**config.mk**
```make
export PLATFORM = sky130hd
export DESIGN_NAME = usb_out_ep_ctl
export DESIGN_NICKNAME = d
export VERILOG_FILES = /design/src/rtl/usb_out_ep_pkg.sv /design/src/rtl/ep_verdict.sv /design/src/rtl/ep_autoclr.sv /design/src/rtl/usb_out_ep_ctl.sv
export SDC_FILE = /design/constraint.sdc
export NUM_CORES = 1
export LEC_CHECK = 0
export BUFFER_PORTS_ARGS = -buffer_cell sky130_fd_sc_hd__buf_2
export CORE_MARGIN = 1
export CORE_UTILIZATION = 49
export CTS_CLUSTER_SIZE = 10
export DETAILED_ROUTE_END_ITERATION = 12
export PLACE_DENSITY = 0.82
export SYNTH_ARGS = -nofsm -noshare
export SYNTH_HDL_FRONTEND = slang
export SYNTH_HIERARCHICAL = 1
export SYNTH_SLANG_ARGS = --single-unit
```
**constraint.sdc**
```tcl
create_clock -name clk -period 6.9 [get_ports clk]
set_clock_uncertainty 0.15 [all_clocks]
set_input_delay 0.69 -clock clk [delete_from_list [all_inputs] [get_ports clk]]
set_output_delay 0.69 -clock clk [all_outputs]
set_load 0.005 [all_outputs]
```
**src/rtl/usb_out_ep_pkg.sv**
```systemverilog
package usb_out_ep_pkg;

    typedef enum logic [1:0] {
        HS_NONE  = 2'd0,
        HS_ACK   = 2'd1,
        HS_NAK   = 2'd2,
        HS_STALL = 2'd3
    } hs_code_t;

    // register image, MSB first so that a cast gives the bus bit order
    typedef struct packed {
        logic auto_clr;
        logic flush;
        logic data_err;
        logic force_stall;
        logic iso;
        logic cpu_stall;
        logic overrun;
        logic ready;
    } csr_t;

    typedef struct packed {
        hs_code_t code;
        logic     store;
        logic     flip;
        logic     set_ready;
        logic     set_derr;
        logic     set_fstall;
    } verdict_t;

    // priority: stall > corrupted > isochronous > buffer full > toggle check
    function automatic verdict_t judge(
        input logic cpu_stall,
        input logic force_stall,
        input logic iso,
        input logic tog,
        input logic pid1,
        input logic bad,
        input logic full,
        input logic oversize
    );
        verdict_t v;
        v = '{code: HS_NONE, default: 1'b0};
        if (cpu_stall || force_stall || oversize) begin
            v.code       = HS_STALL;
            v.set_fstall = oversize;
        end else if (bad) begin
            v.set_derr = iso;
        end else if (iso) begin
            v.store     = !full;
            v.set_ready = !full;
        end else if (full) begin
            v.code = HS_NAK;
        end else begin
            v.code = HS_ACK;
            if (pid1 == tog) begin
                v.store     = 1'b1;
                v.set_ready = 1'b1;
                v.flip      = 1'b1;
            end
        end
        return v;
    endfunction

endpackage

```
**src/rtl/ep_verdict.sv**
```systemverilog
module ep_verdict
    import usb_out_ep_pkg::*;
(
    input  logic     cpu_stall,
    input  logic     force_stall,
    input  logic     iso,
    input  logic     tog,
    input  logic     pid1,
    input  logic     bad,
    input  logic     full,
    input  logic     oversize,
    output verdict_t verdict
);
    always_comb begin
        verdict = judge(cpu_stall, force_stall, iso, tog, pid1, bad, full, oversize);
    end
endmodule

```
**src/rtl/ep_autoclr.sv**
```systemverilog
module ep_autoclr #(
    parameter int MAXP = 64
) (
    input  logic clk,
    input  logic rst,
    input  logic enable,
    input  logic ready,
    input  logic rd_byte,
    output logic done
);
    localparam int CW = $clog2(MAXP + 1);
    localparam logic [CW-1:0] LAST = CW'(MAXP - 1);
    localparam logic [CW-1:0] CAP  = CW'(MAXP);

    logic [CW-1:0] cnt_q;

    assign done = enable && ready && rd_byte && (cnt_q == LAST);

    always_ff @(posedge clk) begin
        if (rst || !ready || done) begin
            cnt_q <= '0;
        end else if (rd_byte && cnt_q != CAP) begin
            cnt_q <= cnt_q + 1'b1;
        end
    end
endmodule

```
**src/rtl/usb_out_ep_ctl.sv**
```systemverilog
module usb_out_ep_ctl
    import usb_out_ep_pkg::*;
#(
    parameter int LEN_W = 11,
    parameter int MAXP  = 64
) (
    input  logic             clk,
    input  logic             rst,
    input  logic             tok_out,
    input  logic             pkt_end,
    input  logic             pkt_bad,
    input  logic             pkt_pid1,
    input  logic [LEN_W-1:0] pkt_len,
    input  logic             buf_full,
    input  logic             rd_byte,
    input  logic             reg_wr,
    input  logic [7:0]       reg_wdata,
    output logic [7:0]       reg_rdata,
    output logic             hs_valid,
    output logic [1:0]       hs_code,
    output logic             buf_store,
    output logic             buf_flush,
    output logic             ovr_irq
);
    localparam logic [LEN_W-1:0] MAXP_L = LEN_W'(MAXP);

    csr_t     csr_q, csr_d;
    logic     tog_q, tog_d;
    verdict_t v;
    logic     auto_done;
    csr_t     wr_img;

    assign wr_img = csr_t'(reg_wdata);

    ep_verdict u_verdict (
        .cpu_stall  (csr_q.cpu_stall),
        .force_stall(csr_q.force_stall),
        .iso        (csr_q.iso),
        .tog        (tog_q),
        .pid1       (pkt_pid1),
        .bad        (pkt_bad),
        .full       (buf_full),
        .oversize   (pkt_len > MAXP_L),
        .verdict    (v)
    );

    ep_autoclr #(.MAXP(MAXP)) u_autoclr (
        .clk    (clk),
        .rst    (rst),
        .enable (csr_q.auto_clr),
        .ready  (csr_q.ready),
        .rd_byte(rd_byte),
        .done   (auto_done)
    );

    always_comb begin
        csr_d       = csr_q;
        csr_d.flush = 1'b0;
        tog_d       = tog_q;
        // CPU side: control bits plain, flags cleared by a written zero
        if (reg_wr) begin
            csr_d.cpu_stall = wr_img.cpu_stall;
            csr_d.iso       = wr_img.iso;
            csr_d.auto_clr  = wr_img.auto_clr;
            if (!wr_img.ready)       csr_d.ready       = 1'b0;
            if (!wr_img.overrun)     csr_d.overrun     = 1'b0;
            if (!wr_img.force_stall) csr_d.force_stall = 1'b0;
            if (!wr_img.data_err)    csr_d.data_err    = 1'b0;
            if (csr_q.iso && !wr_img.iso) tog_d = 1'b0;
        end
        if (auto_done) csr_d.ready = 1'b0;
        // hardware sets come last so they win over a same-cycle clear
        if (pkt_end && v.set_ready)  csr_d.ready       = 1'b1;
        if (pkt_end && v.set_fstall) csr_d.force_stall = 1'b1;
        if (pkt_end && v.set_derr)   csr_d.data_err    = 1'b1;
        if (tok_out && csr_q.iso && csr_q.ready) csr_d.overrun = 1'b1;
        if (pkt_end && v.flip) tog_d = ~tog_q;
    end

    always_ff @(posedge clk) begin
        if (rst) begin
            csr_q     <= '0;
            tog_q     <= 1'b0;
            hs_valid  <= 1'b0;
            hs_code   <= HS_NONE;
            buf_store <= 1'b0;
            buf_flush <= 1'b0;
        end else begin
            csr_q     <= csr_d;
            tog_q     <= tog_d;
            hs_valid  <= pkt_end;
            hs_code   <= pkt_end ? v.code : HS_NONE;
            buf_store <= pkt_end && v.store;
            buf_flush <= reg_wr && wr_img.flush;
        end
    end

    assign reg_rdata = csr_q;
    assign ovr_irq   = csr_q.overrun;

endmodule

```
==> summary.md <==
| Metric | Value |
|---|---|
| I/O pin cnt | `42` |
| RSZ-0062 raised after global routing | `false` |
| Async SR Flop Fraction | `0%` |
| Non-filler cells, final | `171` |
| GRT overflow | `0` |
| Status | `complete, no violations` |
| Crit share post-route | `40.8%` |
| Worst-Skew Late Latency | `290 ps` |
| Worst EP required | `6990 ps` |
| Setup_tns | `0 ps` |
| Post-Route WL | `2090 um` |
| Max_cap viols | `0` |
| Worst-margin pin slew | `557 ps` |
| Antenna Cells | `0` |
| Tightest Hold Check Type | `reg -> reg` |
| Max-slew violations | `0` |
| Fin. Hold Viols | `0` |
| CTS Sinks | `20` |
| CTS tree | `yes` |
| Avg Inst Size Synth | `8.90 sq um` |
| CTS Buf Count | `3` |
| Crit-path max FO | `3` |
| Routed Antenna Nets | `0` |
| Post-cts gate resize count | `0` |
| Post-Synthesis Cell Area | `961 sq um` |
| Critical path arrival | `2900 ps` |
| Placed cells | `167` |
| CP startpoint kind | `primary input` |
| VDD IR max | `0.000161 V` |
| Cells after Synth | `108` |
| Number of flops mapped to enable cells by yosys | `0` |
| Root Buffer | `clkbuf_4` |
| Final setup violation count | `0` |
| Synthesis-stage register bit count | `20` |
| Sequential-to-total area share from yosys stat | `41.7%` |
| RD Place Congestion | `0.826` |
| Commonest non-fill, non-tap cell in the layout | `buf_2` |
| Core box area | `0.00178 sq mm` |
| # DRC | `0` |
| Drt first pass iters | `4` |
| Chip Width | `46.3 um` |
| Largest net degree at the start of global routing | `12` |
| Vias in the first global route | `761` |
| Area growth syn-to-layout | `23.6%` |
| Share of layout cells above drive strength 1 | `33.6%` |
| Num rows | `15` |
| Worst setup path category | `in -> reg` |
| Pwr Density | `174 mW/mm^2` |
| First-pass GRT wire length | `3280 um` |
| CP endpoint kind | `flop` |
| Synth warn | `6` |
| Antenna violations before repair | `0` |
| Vias per inst | `5.27` |
| Clk pin slew, worst setup/hold paths | `110 ps` |
| Port-buffer cells | `40` |
| Fmax | `355 MHz` |
| Wire per inst | `12.2 um` |
| Post-route minimum period | `2810 ps` |
| Hold Buf Count CTS | `0` |
| GRT Resource Usage Total | `21.6%` |
| Clk buf depth | `2` |
| Post-CTS setup buffer count | `0` |
| Net count, final | `177` |
| Ys flop type | `dfxtp_1` |
| Slew HR | `62.5%` |
| Die height | `46.3 um` |
| Most frequent cells in the layout | `40 x buf_2, 20 x dfxtp_1, 10 x nand2_1, 7 x nor2_1, 7 x a21oi_1` |
| Starting density of the core | `53.9%` |
| Leak pwr | `0.513 nW` |
| H-tree levels | `1` |
| Die area | `0.00214 sq mm` |
| Post-DP HPWL | `1620 um` |
| Syn_nets | `138` |
| Distinct cell type count after synthesis | `36` |
| Via count | `902` |
| 1st-iter DRT viols | `24` |
flip-flops by register name, summed over array words and instances, names as in the netlist:
name,cells
buf_flush,1
buf_store,1
hs_code,2
hs_valid,1
ovr_irq,1
reg_rdata,6
tog_q,1
u_autoclr/cnt_q,7
power by group:
part	leakage, nW	internal (W)	switching, W	total, W
clock network	0.0210	0.0000321	0.0000347	0.0000668
logic	0.330	0.0000102	0.00000919	0.0000194
registers	0.163	0.000118	0.00000236	0.000120
cell families after synthesis:
| logic type | Yosys count | synth area share [%] |
|---|---|---|
| adder cells (fa/ha/maj) | 2 | 2.60 |
| other | 1 | 0.390 |
| buffers and inverters | 12 | 6.64 |
| XOR/XNOR | 3 | 2.73 |
| AND/OR/NAND/NOR | 40 | 23.7 |
| multiplexers | 5 | 5.21 |
| AO/OA/AOI/OAI | 25 | 17.1 |
| flip-flops | 20 | 41.7 |
through the flow:
stage / area [sq um] / hold WS [ps] / power [W] / utilization [%] / setup WS, ps
after floorplan: 961 / 311 / 0.000130 / - / 3980
after global placement: 1150 / 312 / 0.000142 / 64.6 / 3830
after detailed placement: 1150 / 339 / 0.000142 / 64.6 / 3770
after CTS: 1190 / 359 / 0.000210 / 66.6 / 4090
after global routing: 1190 / 386 / 0.000216 / 66.6 / 3920
final: 1190 / 350 / 0.000207 / 66.6 / 4090
synthesized netlist by cell type, drive strengths merged (2+ instances only):
cell / instances / area share [%]
nor3: 2 / 1.0
inv: 6 / 2.3
or4: 2 / 2.0
o31ai: 3 / 2.3
mux2i: 5 / 5.2
and2: 3 / 2.0
nor2b: 3 / 2.0
nand4: 3 / 2.6
dfxtp: 20 / 42
nand2: 10 / 3.9
o211ai: 5 / 3.9
o21ai: 6 / 3.1
a21oi: 7 / 3.6
ha: 2 / 2.6
nor4: 2 / 2.0
xor2: 3 / 2.7
nor2: 7 / 2.7
or3: 2 / 1.3
buf: 4 / 2.9
final timing paths:
check                                   startpoint  slack, ps  cells past startpoint            endpoint
worst min-delay path                  reg_rdata[5]        350                      2        reg_rdata[5]
worst min register to register        reg_rdata[5]        350                      2        reg_rdata[5]
worst max-delay path                    pkt_len[0]       4090                      9               tog_q
worst max register to register  u_autoclr/cnt_q[0]       5090                      4  u_autoclr/cnt_q[3]
worst max-delay path: stages:
cell,delay (ps)
buf_2,90
or4_1,500
o31ai_1,210
nand2_1,120
or4_4,560
nor4_2,220
nand2_1,100
or2_2,270
a21oi_1,130
layer usage:
metal  vias up  GRT usage (%)  share of wire (%)
li1        454              -                  -
met1       417           28.2                 46
met2        27           35.2                 49
met5         -              0                  0
met3         4           3.53                3.6
met4         0           8.82                1.0
cell type report:
| cell class | instances | area (sq um) |
|---|---|---|
| Fill cell | 161 | 596 |
| Multi-Input combinational cell | 76 | 497 |
| Sequential cell | 20 | 400 |
| Timing Repair Buffer | 40 | 200 |
| Clock buffer | 4 | 36.3 |
| Tap cell | 25 | 31.3 |
| Inverter | 6 | 22.5 |
Power figures use the tool's default switching activity.
